## config.mk

```make
export PLATFORM = sky130hd
export DESIGN_NAME = i2s_tx_channel
export DESIGN_NICKNAME = d
export VERILOG_FILES = /design/src/rtl/i2s_tx_pkg.sv /design/src/rtl/i2s_tx_ctrl.sv /design/src/rtl/i2s_tx_datapath.sv /design/src/rtl/i2s_tx_channel.sv
export SDC_FILE = /design/constraint.sdc
export NUM_CORES = 1
export LEC_CHECK = 0
export BUFFER_PORTS_ARGS = -buffer_cell sky130_fd_sc_hd__buf_2
export CAP_MARGIN = 10
export CORE_UTILIZATION = 55
export CTS_CLUSTER_DIAMETER = 50
export DETAILED_ROUTE_END_ITERATION = 8
export PLACE_DENSITY = 0.73
export SETUP_SLACK_MARGIN = 0.2
export SLEW_MARGIN = 10
export SYNTH_ARGS = -nofsm -noshare
export SYNTH_HDL_FRONTEND = slang
export SYNTH_SLANG_ARGS = --single-unit
export TNS_END_PERCENT = 1
```

## constraint.sdc

```tcl
create_clock -name clk -period 6.2 [get_ports clk]
set_clock_uncertainty 0.2 [all_clocks]
set_input_delay 1.24 -clock clk [delete_from_list [all_inputs] [get_ports clk]]
set_output_delay 1.24 -clock clk [all_outputs]
set_load 0.01 [all_outputs]
```

## src/rtl/i2s_tx_pkg.sv

```systemverilog
package i2s_tx_pkg;
  localparam int CTRL_W    = 16;
  localparam int HALF_W    = 9;
  localparam int WIDTH_LSB = 9;
  localparam int MONO_BIT  = 11;
  localparam int SLAVE_BIT = 12;
  localparam int MUTE_BIT  = 13;
  localparam int STOP_BIT  = 14;
  localparam int CLR_BIT   = 15;

  localparam logic [1:0] WIDTH_8  = 2'd0;
  localparam logic [1:0] WIDTH_16 = 2'd1;

  localparam logic [CTRL_W-1:0] CTRL_RESET =
    CTRL_W'((1 << MUTE_BIT) | (1 << SLAVE_BIT) | (int'(WIDTH_16) << WIDTH_LSB) | 31);

  typedef struct packed {
    logic shift;     // bit tick: advance serial register
    logic load;      // slot start: load a new slot word
    logic pop;       // take the head word from the queue
    logic useHold;   // reuse the word held for the mono pair
    logic zeroFill;  // slot gets zeros (empty queue or stopped)
    logic lockFifo;  // no queue writes accepted
    logic muteOut;   // force serial output low
  } txStrobe_t;
endpackage

```

## src/rtl/i2s_tx_ctrl.sv

```systemverilog
module i2s_tx_ctrl
  import i2s_tx_pkg::*;
(
  input  logic              clk,
  input  logic              rstN,
  input  logic              ctrlWe,
  input  logic [CTRL_W-1:0] ctrlWdata,
  input  logic              bitTick,
  input  logic              wsIn,
  input  logic              fifoEmpty,
  output logic              chanRunN,
  output logic              wsOut,
  output logic              underrun,
  output logic [1:0]        widthSel,
  output txStrobe_t         strobe
);
  logic [CTRL_W-1:0] ctrlQ;
  logic [HALF_W-1:0] halfPeriod, halfCnt, cntNext;
  logic monoMode, slaveMode, muteBit, stopBit, clrBit;
  logic wsQ, wsNext, atLimit, slotEdge, needSample, starve, underQ;

  always_ff @(posedge clk or negedge rstN) begin
    if (!rstN)       ctrlQ <= CTRL_RESET;
    else if (ctrlWe) ctrlQ <= ctrlWdata;
  end

  assign halfPeriod = ctrlQ[HALF_W-1:0];
  assign widthSel   = ctrlQ[WIDTH_LSB +: 2];
  assign monoMode   = ctrlQ[MONO_BIT];
  assign slaveMode  = ctrlQ[SLAVE_BIT];
  assign muteBit    = ctrlQ[MUTE_BIT];
  assign stopBit    = ctrlQ[STOP_BIT];
  assign clrBit     = ctrlQ[CLR_BIT];

  assign chanRunN = rstN & ~clrBit;

  always_comb begin
    atLimit = (halfCnt >= halfPeriod);
    if (slaveMode) begin
      wsNext  = wsIn;
      cntNext = '0;
    end else begin
      wsNext  = atLimit ? ~wsQ : wsQ;
      cntNext = atLimit ? '0 : halfCnt + 1'b1;
    end
  end

  // A left slot is entered when word-select goes low.
  assign slotEdge   = bitTick && (wsNext != wsQ);
  assign needSample = slotEdge && !(monoMode && wsNext);
  assign starve     = needSample && fifoEmpty;

  always_comb begin
    strobe.shift    = bitTick;
    strobe.load     = slotEdge;
    strobe.pop      = needSample && !stopBit && !fifoEmpty;
    strobe.zeroFill = needSample && (stopBit || fifoEmpty);
    strobe.useHold  = slotEdge && monoMode && wsNext;
    strobe.lockFifo = stopBit;
    strobe.muteOut  = muteBit || stopBit;
  end

  always_ff @(posedge clk or negedge chanRunN) begin
    if (!chanRunN) begin
      wsQ     <= 1'b1;
      halfCnt <= '0;
      underQ  <= 1'b0;
    end else begin
      if (bitTick) begin
        wsQ     <= wsNext;
        halfCnt <= cntNext;
      end
      if (starve && !stopBit) underQ <= 1'b1;
    end
  end

  assign wsOut    = wsQ;
  assign underrun = underQ;
endmodule

```

## src/rtl/i2s_tx_datapath.sv

```systemverilog
module i2s_tx_datapath
  import i2s_tx_pkg::*;
#(
  parameter int DEPTH  = 8,
  parameter int DATA_W = 32,
  localparam int PTR_W = $clog2(DEPTH),
  localparam int LVL_W = $clog2(DEPTH + 1)
) (
  input  logic              clk,
  input  logic              chanRunN,
  input  logic              wrEn,
  input  logic [DATA_W-1:0] wrData,
  input  txStrobe_t         strobe,
  input  logic [1:0]        widthSel,
  output logic [LVL_W-1:0]  fifoLevel,
  output logic              fifoFull,
  output logic              fifoEmpty,
  output logic              sdOut
);
  logic [DATA_W-1:0] mem [DEPTH];
  logic [PTR_W-1:0]  wrPtr, rdPtr;
  logic [LVL_W-1:0]  count;
  logic [DATA_W-1:0] srcWord, alignedWord, shReg, holdQ;
  logic              push, sdBit;

  function automatic logic [PTR_W-1:0] nextPtr(input logic [PTR_W-1:0] p);
    return (p == PTR_W'(DEPTH - 1)) ? '0 : p + 1'b1;
  endfunction

  assign fifoFull  = (count == LVL_W'(DEPTH));
  assign fifoEmpty = (count == '0);
  assign fifoLevel = count;
  assign push      = wrEn && !fifoFull && !strobe.lockFifo;

  always_ff @(posedge clk) begin
    if (push) mem[wrPtr] <= wrData;
  end

  always_ff @(posedge clk or negedge chanRunN) begin
    if (!chanRunN) begin
      wrPtr <= '0;
      rdPtr <= '0;
      count <= '0;
    end else begin
      if (push)       wrPtr <= nextPtr(wrPtr);
      if (strobe.pop) rdPtr <= nextPtr(rdPtr);
      case ({push, strobe.pop})
        2'b10:   count <= count + 1'b1;
        2'b01:   count <= count - 1'b1;
        default: count <= count;
      endcase
    end
  end

  always_comb begin
    if (strobe.useHold)       srcWord = holdQ;
    else if (strobe.zeroFill) srcWord = '0;
    else                      srcWord = mem[rdPtr];
    case (widthSel)
      WIDTH_8:  alignedWord = {srcWord[7:0],  {(DATA_W - 8){1'b0}}};
      WIDTH_16: alignedWord = {srcWord[15:0], {(DATA_W - 16){1'b0}}};
      default:  alignedWord = srcWord;
    endcase
  end

  always_ff @(posedge clk or negedge chanRunN) begin
    if (!chanRunN) begin
      shReg <= '0;
      sdBit <= 1'b0;
      holdQ <= '0;
    end else if (strobe.shift) begin
      sdBit <= shReg[DATA_W-1];
      if (strobe.load) begin
        shReg <= alignedWord;
        if (!strobe.useHold) holdQ <= srcWord;
      end else begin
        shReg <= shReg << 1;
      end
    end
  end

  assign sdOut = sdBit & ~strobe.muteOut;
endmodule

```

## src/rtl/i2s_tx_channel.sv

```systemverilog
module i2s_tx_channel
  import i2s_tx_pkg::*;
#(
  parameter int FIFO_DEPTH = 8,
  parameter int WORD_W     = 32,
  localparam int LVL_W     = $clog2(FIFO_DEPTH + 1)
) (
  input  logic              clk,
  input  logic              rstN,
  input  logic              ctrlWe,
  input  logic [CTRL_W-1:0] ctrlWdata,
  input  logic              wrEn,
  input  logic [WORD_W-1:0] wrData,
  input  logic              bitTick,
  input  logic              wsIn,
  output logic [LVL_W-1:0]  fifoLevel,
  output logic              fifoFull,
  output logic              underrun,
  output logic              wsOut,
  output logic              sdOut
);
  txStrobe_t  txStb;
  logic       chanRunN;
  logic       fifoEmpty;
  logic [1:0] widthSel;

  i2s_tx_ctrl u_ctrl (
    .clk(clk), .rstN(rstN), .ctrlWe(ctrlWe), .ctrlWdata(ctrlWdata),
    .bitTick(bitTick), .wsIn(wsIn), .fifoEmpty(fifoEmpty),
    .chanRunN(chanRunN), .wsOut(wsOut), .underrun(underrun),
    .widthSel(widthSel), .strobe(txStb)
  );

  i2s_tx_datapath #(.DEPTH(FIFO_DEPTH), .DATA_W(WORD_W)) u_data (
    .clk(clk), .chanRunN(chanRunN), .wrEn(wrEn), .wrData(wrData),
    .strobe(txStb), .widthSel(widthSel), .fifoLevel(fifoLevel),
    .fifoFull(fifoFull), .fifoEmpty(fifoEmpty), .sdOut(sdOut)
  );
endmodule

```

# [Word level (Yosys, flattened, before mapping)]
# Memories as Yosys holds them, arrays and structs flattened.
# Cells that the tools add are included.
[op_classes] addsub=5 n_lt_le_gt_ge=1 n_eq_ne=7 mux=13 bitwise_logic=6 reduce_logical=22
[op_table] operator="two-way mux 32 bit" count=3
[op_table] operator="one-hot mux 32 bit (2 select lines)" count=1
[op_table] operator="two-way mux 9 bit" count=2
[op_table] operator="logical AND 1 bit" count=12
[op_table] operator="adder 9 x 1 -> 9 bit, second input constant" count=1
[op_table] operator="greater-or-equal comparator 9 bit" count=1
[op_table] operator="one-hot mux 4 bit (2 select lines)" count=1
[op_table] operator="adder 3 x 1 -> 3 bit, second input constant" count=2
[op_table] operator="equality test 3 bit, second input constant" count=2
[op_table] operator="two-way mux 3 bit" count=2
[op_table] operator="adder 4 x 1 -> 4 bit, second input constant" count=1
[op_table] operator="equality test 2 x 1 -> 1 bit, second input constant" count=2
[op_table] operator="equality test 4 bit, second input constant" count=1
[op_table] operator="logical NOT 1 bit" count=4
[op_table] operator="logical NOT 4 bit" count=1
[op_table] operator="two-way mux 1 bit" count=4
[op_table] operator="inverter 1 bit" count=4
[op_table] operator="subtractor 4 x 1 -> 4 bit, second input constant" count=1
[op_table] operator="AND reduction 3 bit" count=1
[op_table] operator="bitwise AND 1 bit" count=2
[op_table] operator="equality test 2 bit, second input constant" count=1
[op_table] operator="logical NOT 2 bit" count=1
[op_table] operator="logical OR 1 bit" count=2
[op_table] operator="nonzero test 2 bit" count=1
[op_table] operator="!= test 1 bit" count=1
[totals] reg_bits=102 ramBits=256 input_bits=54 out_inout_bits=8 word_cells=65 n_memories=1
[memory_table] memory="u_data.mem" depth=8 word_bits=32 read_ports=1 rd_clocked_by_memory_dff=0 write_ports=1 line="i2s_tx_datapath.sv:20" rtl="logic [DATA_W-1:0] mem [DEPTH];"

# [Longest topological paths before layout]
# Gate-level depths: netlist (run 1).
[logic_depth] ltp_word=11 depth_mapped=16 depth_no_buf=15

# [By module]
# Synthesis (run 1) repeated with hierarchy kept, for this count alone.
[unflattened] hier_cells=1030 area_unflattened_um2=15255.9
[by_module_without_submodules] mod="i2s_tx_datapath" n_inst=1 cells_per_inst=869 area_per_inst_um2=13656.8
[by_module_without_submodules] mod="i2s_tx_ctrl" n_inst=1 cells_per_inst=161 area_per_inst_um2=1599.0

# [Worst setup path before layout (run 1)]
# OpenSTA, ideal clock, no wires.
[synth_timing] kind="input -> register" startpoint="input port wrEn" endpoint="memory u_data.mem[0][0], enable pin" setup_time_ns=0.501 arrival_ns=4.947 required_time_ns=5.499 slack_ns=0.552 cell_stages=3 path_cell_list="or3b_2 -> clkbuf_1 -> nor4_1"
[synth_via] elab_chain_len=4
[synth_lines] element="from (decl)" line="i2s_tx_channel.sv:12" rtl="input logic wrEn,"
[synth_lines] element="logical AND 1 bit (2 in a row)" line="i2s_tx_datapath.sv:33" rtl="assign push = wrEn && !fifoFull && !strobe.lockFifo;"
[synth_lines] element="two-way mux 1 bit" line="i2s_tx_datapath.sv:36" rtl="if (push) mem[wrPtr] <= wrData;"
[synth_lines] element="two-way mux 1 bit (not written as such)" line="i2s_tx_datapath.sv:36"
[synth_lines] element="to (decl)" line="i2s_tx_datapath.sv:20"
# Every way passes these cells.

==> results.md, run 1 <==
- Hold buffers post-CTS: 0
- Switch share: 0.305
- Crit path launch: u_ctrl.ctrlQ[2]
- Worst-case reg-to-reg path depth: 16
- First-pass detailed-route iteration total: 5
- Overflow after GRT: 0
- Status: finished, final reports clean
- Seq pwr share: 0.431
- Post-Syn Instances: 936
- Reg2Reg Setup Slack: 2250 ps
- Routed via count: 8348
- Final Util: 0.641
- Primary FF master, synth: edfxtp_1
- Least-Margin Pin Slew: 1110 ps
- RR Startpoint: u_ctrl.ctrlQ[2]
- Synthesized area: 14900 um^2
- GPL Wtd Cong: 0.892
- CTS tree: built
- Max Slew Vio Count: 0
- Setup violators final: 0
- Switching power total: 2.31 mW
- Die Y: 167 um
- Post-synth EDFFs: 256
- Overall Global Routing Usage: 0.230
- Vias per cell: 6.10
- Clock Path Buffers: 3
- Synth warn: 0
- Setup Buffers After CTS: 0
- Post-route DRC: 0
- Routed Antenna Nets: 0
- Final Hold Fails: 0
- Pin count of the biggest net entering global routing: 80
- Starting Density: 0.566
- Worst-path clk slew: 60 ps
- Row cnt: 59
- Peak supply drop: 314 uV
- Critical path arrival: 4160 ps
- Die area: 27800 um^2
- Comb pwr share: 0.257
- Critical Path Start Type: flip-flop
- Critical path endpoint category: flip-flop
- Share of the synthesized area in the top cell type: 0.515
- Syn avg cell area: 15.9 um^2
- H-tree levels: 2
- Final min period: 3950 ps
- Worst-skew pair later-pin latency: 540 ps
- Final #Nets: 1075
- DIE WIDTH: 167 um
- Area Growth Syn to Fin: 13.2%
- Core Box Area: 26400 um^2
- Leak: 6.18 nW
- Cell Int Power: 5.25 mW
- Clock tree sinks: 358
- Syn_nets: 1008
- Vias in the first global route: 8555
- Fmax: 253 MHz
- Dominant cell type by area after synthesis: edfxtp_1
- RSZ-0062 raised after global routing: false
- First-pass GRT wire length: 48700 um
- Fraction of registers with async set/reset: 0.285
- Share of layout cells above drive strength 1: 0.252
- DRT iter0 DRCs: 896
- Max Cap Violations: 0
- Post-CTS Resized: 0
- Clk root buf: clkbuf_16
- IO buf count: 61
- Synth area leaders: edfxtp_1 52%, dfrtp_1 16%, mux4_2 9.7%
- Slew headroom: 0.253
- Antenna violations before repair: 1
- TNS Setup: 0 ps
- Crit path max fanout: 54
- Tcrit/Tclk final: 0.637
- Cts bufs inserted: 39
- I/O pins: 62
- N_diodes: 0
- Pwr dens: 448 nW/um^2
- CP Data Required Time: 6410 ps
- Wire per inst: 22.3 um
- Power share of the clock group: 0.312
- RR Endpoint: u_data.fifoLevel[3]
- DP HPWL: 18100 um
- Worst hold path type: reg -> async
- Sequential area share after synthesis: 0.687
- Worst Path Class, Setup: reg -> reg
- Post-synthesis cell type count: 61
- Drt total wl: 30500 um
- Flops & latches, synth: 358
==> worst max-delay path, cell delays in order, from the launching register on <==
cell     delay, ps
dfstp_2        510
inv_1           40
ha_1           280
a21oi_1        120
o21ai_1        100
a21oi_1        270
nand2_1        350
nand2_2        130
buf_4          460
nor2_4         140
ha_1           270
ha_1           270
a21o_1         170
a21oi_1        160
xnor2_1        130
nor2_1          60
xor2_1         140
==> worst max-delay path by stage <==
stage,cells after the start,end
final,16,u_data.fifoLevel[3]
after detailed placement,13,u_data.fifoLevel[3]
after floorplan,3,u_data.mem[0][0]
after global routing,16,u_data.fifoLevel[3]
after global placement,13,u_data.fifoLevel[3]
after CTS,16,u_data.fifoLevel[3]
==> state kept, by name (all words and copies together) (netlist names) <==
name / flops
u_data.fifoLevel: 4
u_ctrl.ctrlQ: 16
u_ctrl.halfCnt: 9
u_data.shReg: 32
u_data.mem: 256
u_data.wrPtr: 3
u_data.holdQ: 32
u_data.sdBit: 1
u_data.rdPtr: 3
u_ctrl.underrun: 1
u_ctrl.wsOut: 1
==> metrics by stage <==
step                setup slack, ps  cells  area, um^2  power [mW]  hold slack (ps)
detailed placement             1940   1297       15600        5.24             82.4
global route                   1940   1368       16900        7.90              124
finish                         2250   1368       16900        7.56             82.5
floorplan                       552    936       14900        4.66              248
CTS                            2250   1368       16900        7.60             86.2
global placement               2000   1297       15600        5.19             73.4
==> kinds of logic (layout without fill, tap and decap cells) <==
group                      after synthesis  in the layout  share of synthesized area
AOI/OAI and AO/OA                      187            187                     0.0825
and+or+nand+nor                        182            182                     0.0548
xor gates and xnor gates                 4              4                    0.00235
buffers and inverters                   70            167                     0.0230
DFF                                    358            358                      0.687
adders and majority gates               18             18                     0.0156
muxes                                  117            117                      0.135
==> layout by cell type (no fill, tap or decap), drive strengths merged, types with 5 or more instances in the layout <==
master and count:
edfxtp 256, dfrtp 93, nand2 87, buf 78, mux4 64, clkbuf 52
a21oi 46, o21ai 44, nor2 41, mux2 28, mux2i 25, inv 21
ha 17, a21o 14, nand3 13, o31ai 13, o2bb2ai 11, a22oi 9
dfstp 9, clkinv 9, a31oi 8, nor3 8, a22o 7, a221oi 7
nand2b 6, nor2b 6, and3 5, a2bb2oi 5, bufinv 5
==> synthesized netlist by cell type (5+ instances only) <==
master,n
dfstp_2,9
nor3_1,8
a31oi_1,8
a22oi_1,9
o2bb2ai_1,10
buf_6,7
a2bb2oi_1,5
and3_1,5
mux4_2,64
mux2i_1,25
ha_1,17
a21oi_1,45
nor2b_1,6
nand2b_1,6
inv_1,18
o31ai_1,13
nand3_1,13
dfrtp_1,93
edfxtp_1,256
mux2_2,28
a221oi_1,7
buf_2,13
clkbuf_1,28
nor2_1,40
nand2_1,87
o21ai_0,41
a21o_1,14
a22o_1,7
==> per-layer routing <==
layer | up-vias | share of wire | global-route usage
met5 | - | 0.00056 | 0
met2 | 256 | 0.47 | 0.360
met4 | 2 | 0.029 | 0.0765
met3 | 64 | 0.063 | 0.0454
li1 | 3779 | - | -
met1 | 4247 | 0.44 | 0.328
==> cell type report <==
type                            instances  area [um^2]
Clock buffer                           52         1050
Multi-Input combinational cell        508         4390
Clock inverter                         19          270
Fill cell                            1850         9470
Sequential cell                       358        10300
Timing Repair Buffer                   78          433
Tap cell                              335          419
Inverter                               18         67.6
==> power by group through the flow <==
stage | logic (mW) | clock network [mW] | registers, mW
6_report | 1.95 | 2.36 | 3.26
5_1_grt | 2.11 | 2.48 | 3.30
4_1_cts | 1.95 | 2.39 | 3.26
3_5_place_dp | 1.94 | 0 | 3.30
3_3_place_gp | 1.90 | 0 | 3.29
2_1_floorplan | 1.52 | 0 | 3.14
Note: power is estimated with default switching activity, not from simulation.
==> run 2, diff against run 1 <==
--- a/config.mk
+++ b/config.mk
@@ -7,10 +7,10 @@
 export LEC_CHECK = 0
 export BUFFER_PORTS_ARGS = -buffer_cell sky130_fd_sc_hd__buf_2
 export CAP_MARGIN = 10
-export CORE_UTILIZATION = 55
+export CORE_UTILIZATION = 60
 export CTS_CLUSTER_DIAMETER = 50
 export DETAILED_ROUTE_END_ITERATION = 8
-export PLACE_DENSITY = 0.73
+export PLACE_DENSITY = 0.76
 export SETUP_SLACK_MARGIN = 0.2
 export SLEW_MARGIN = 10
 export SYNTH_ARGS = -nofsm -noshare
==> constraint.sdc (replaced) <==
create_clock -name clk -period 4.1 [get_ports clk]
set_clock_uncertainty 0.2 [all_clocks]
set_input_delay 0.82 -clock clk [delete_from_list [all_inputs] [get_ports clk]]
set_output_delay 0.82 -clock clk [all_outputs]
set_load 0.01 [all_outputs]
==> run 2 against run 1 <==
  * Final cell count hardly changed
  * Combinational power is 53% higher
  * Register-to-register slack worse by 1500 ps
  * Maximum frequency is 17% higher
  * Non-clock buffer count is 7 higher
  * Worst setup slack worse by 1500 ps
  * Die area is 8.2% lower
  * Sequential share of layout area hardly changed
  * Hold slack worse by 55 ps
  * Global-route usage is 2.4 points higher
  * First-iteration DRC count is 14% lower
==> results.md, run 2 (synthesis results as in run 1) <==
- CP Data Required Time: 4300 ps (-2110 ps)
- Worst-skew pair later-pin latency: 530 ps (about the same)
- Row cnt: 57 (-3.4%)
- DP Area: 15700 um^2 (+0.63%)
- Critical path endpoint category: flip-flop
- Crit path max fanout: 12 (-78%)
- Critical path, cell by cell: inv_1 -> ha_1 -> a21oi_1 -> o21ai_1 -> a21oi_1 -> a21oi_2 -> and2_4 -> nor2_4 -> ha_1 -> ha_1 -> a21o_1 -> a21oi_1 -> xnor2_1 -> nor2_1 -> xor2_1
- Most frequent cells in the layout: 256 x edfxtp_1, 90 x dfrtp_1, 86 x nand2_1, 64 x mux4_2, 61 x buf_2
- Critical path arrival: 3590 ps (-570 ps)
- Slew headroom: 0.341 (+0.0878)
- Setup violators final: 0 (unchanged)
- Hold buffers post-CTS: 0 (unchanged)
- RSZ-0062 raised after global routing: false
- Core Box Area: 24300 um^2 (-7.7%)
- Vias in the first global route: 8824 (+3.1%)
- Worst path max stage delay: 510 ps (about the same)
- Worst Path Buf+Inv: 1 (-1)
- Final Cell Area: 16900 um^2 (about the same)
- H-tree levels: 2 (unchanged)
- Commonest non-fill, non-tap cell in the layout: edfxtp_1
- I/O pins: 62 (unchanged)
- Antenna violations before repair: 1 (unchanged)
- Peak supply drop: 476 uV (+51%)
- Clk root buf: clkbuf_16
- Max Slew Vio Count: 0 (unchanged)
- Share of layout cells above drive strength 1: 0.251 (-0.000491)
- Routed via count: 8519 (+2.0%)
- IO buf count: 61 (unchanged)
- Final Hold Fails: 0 (unchanged)
- Setup Buffers After CTS: 0 (unchanged)
- Post-layout worst setup margin: 716 ps (-1540 ps)
- DP HPWL: 18300 um (+1.1%)
- Die area: 25500 um^2 (-8.2%)
- Critical-path top delay cell: dfstp_2
- Drt total wl: 30900 um (+1.5%)
- Clock Path Buffers: 3 (unchanged)
- Pin count of the biggest net entering global routing: 87 (+8.8%)
- DIE WIDTH: 160 um (-4.2%)
- Die Y: 160 um (-4.2%)
- Post-route DRC: 0 (unchanged)
- Cts bufs inserted: 39 (unchanged)
- Routed Antenna Nets: 0 (unchanged)
- Power, Total: 11.3 mW (+49%)
- Delay-heaviest family, CP: compound AO/OA/AOI/OAI gates
- Starting Density: 0.613 (+0.0474)
- Top reg by flops: u_data.mem
- Least-Margin Pin Slew: 981 ps (-131 ps)
- Worst-path clk slew: 50 ps (about the same)
- Overall Global Routing Usage: 0.254 (+0.0237)
- First-pass GRT wire length: 48800 um (+0.14%)
- Critical Path Start Type: flip-flop
- Clock tree sinks: 358 (unchanged)
- Leading registers by flop count: u_data.mem (256), u_data.holdQ (32), u_data.shReg (32)
- Worst Path Class, Setup: reg -> reg
- Overflow after GRT: 0 (unchanged)
- Vias per cell: 6.23 (+2.1%)
- Leak: 6.20 nW (+0.22%)
- Final #Nets: 1082 (+0.65%)
- Tcrit/Tclk final: 0.825 (+0.189)
- Final min period: 3380 ps (-563 ps)
- Pwr dens: 668 nW/um^2 (+49%)
- Worst hold path type: in -> async
- GPL Wtd Cong: 0.890 (-0.26%)
- CTS tree: built
- Fmax: 296 MHz (+17%)
- First-pass detailed-route iteration total: 5 (unchanged)
- Post-CTS Resized: 0 (unchanged)
- Status: finished, final reports clean
- Dpl ws: 614 ps (-1320 ps)
- Max FFs per register: 256 (unchanged)
- Max Cap Violations: 0 (unchanged)
- Wire per inst: 22.6 um (+1.6%)
- TNS Setup: 0 ps (unchanged)
- Area Growth Syn to Fin: 13.3% (about the same)
- DRT iter0 DRCs: 774 (-14%)
## run 2: cell count changes in the layout (fill, tap and decap cells not counted), moves of 2 or more
cell,previous run,this run
buf_12,0,4
buf_4,17,20
bufinv_16,5,2
clkinv_1,1,7
clkinvlp_4,2,0
diode_2,0,4
inv_6,1,3
## run 2: worst paths after layout
path                       slack [ps]             endpoint             start  depth (start not counted)
min reg2reg                       280     u_data.holdQ[29]  u_data.holdQ[29]                          2
max in group asynchronous        2630      u_data.rdPtr[0]              rstN                          3
min in group clk                  280     u_data.holdQ[29]  u_data.holdQ[29]                          2
min                                30      u_ctrl.ctrlQ[8]              rstN                          1
max reg2reg                       720  u_data.fifoLevel[3]   u_ctrl.ctrlQ[2]                         15
max                               720  u_data.fifoLevel[3]   u_ctrl.ctrlQ[2]                         15
## run 2: area by class of cell
cell class	count	area [um^2]
tap	324	405
fill	1559	7420
inverter	18	67.6
sequential	358	10300
multi-input combinational	508	4400
clock inverter	19	169
timing repair buffer	85	536
clock buffer	51	1060
antenna	4	10.0
## run 2: report_power, final
part / total (mW) / switching [mW] / internal (mW)
combinational: 2.98 / 1.58 / 1.39
sequential: 4.96 / 0.509 / 4.46
clock: 3.34 / 1.38 / 1.97
total: 11.3 / 3.47 / 7.81
## run 2: per-layer routing
| layer | part of all wire | track usage | vias up |
|---|---|---|---|
| met2 | 0.50 | 0.422 | 307 |
| met4 | 0.024 | 0.0905 | 0 |
| li1 | - | - | 3806 |
| met3 | 0.066 | 0.0473 | 60 |
| met1 | 0.41 | 0.339 | 4346 |
| met5 | 0 | 0 | - |
## run 2: through the flow
step,utilization,hold WS (ps),cells
after detailed placement,0.644,269,1293
after global placement,0.644,259,1293
final,0.695,27.9,1367
after floorplan,-,248,936
after global routing,0.695,56.8,1364
after CTS,0.695,31.8,1363
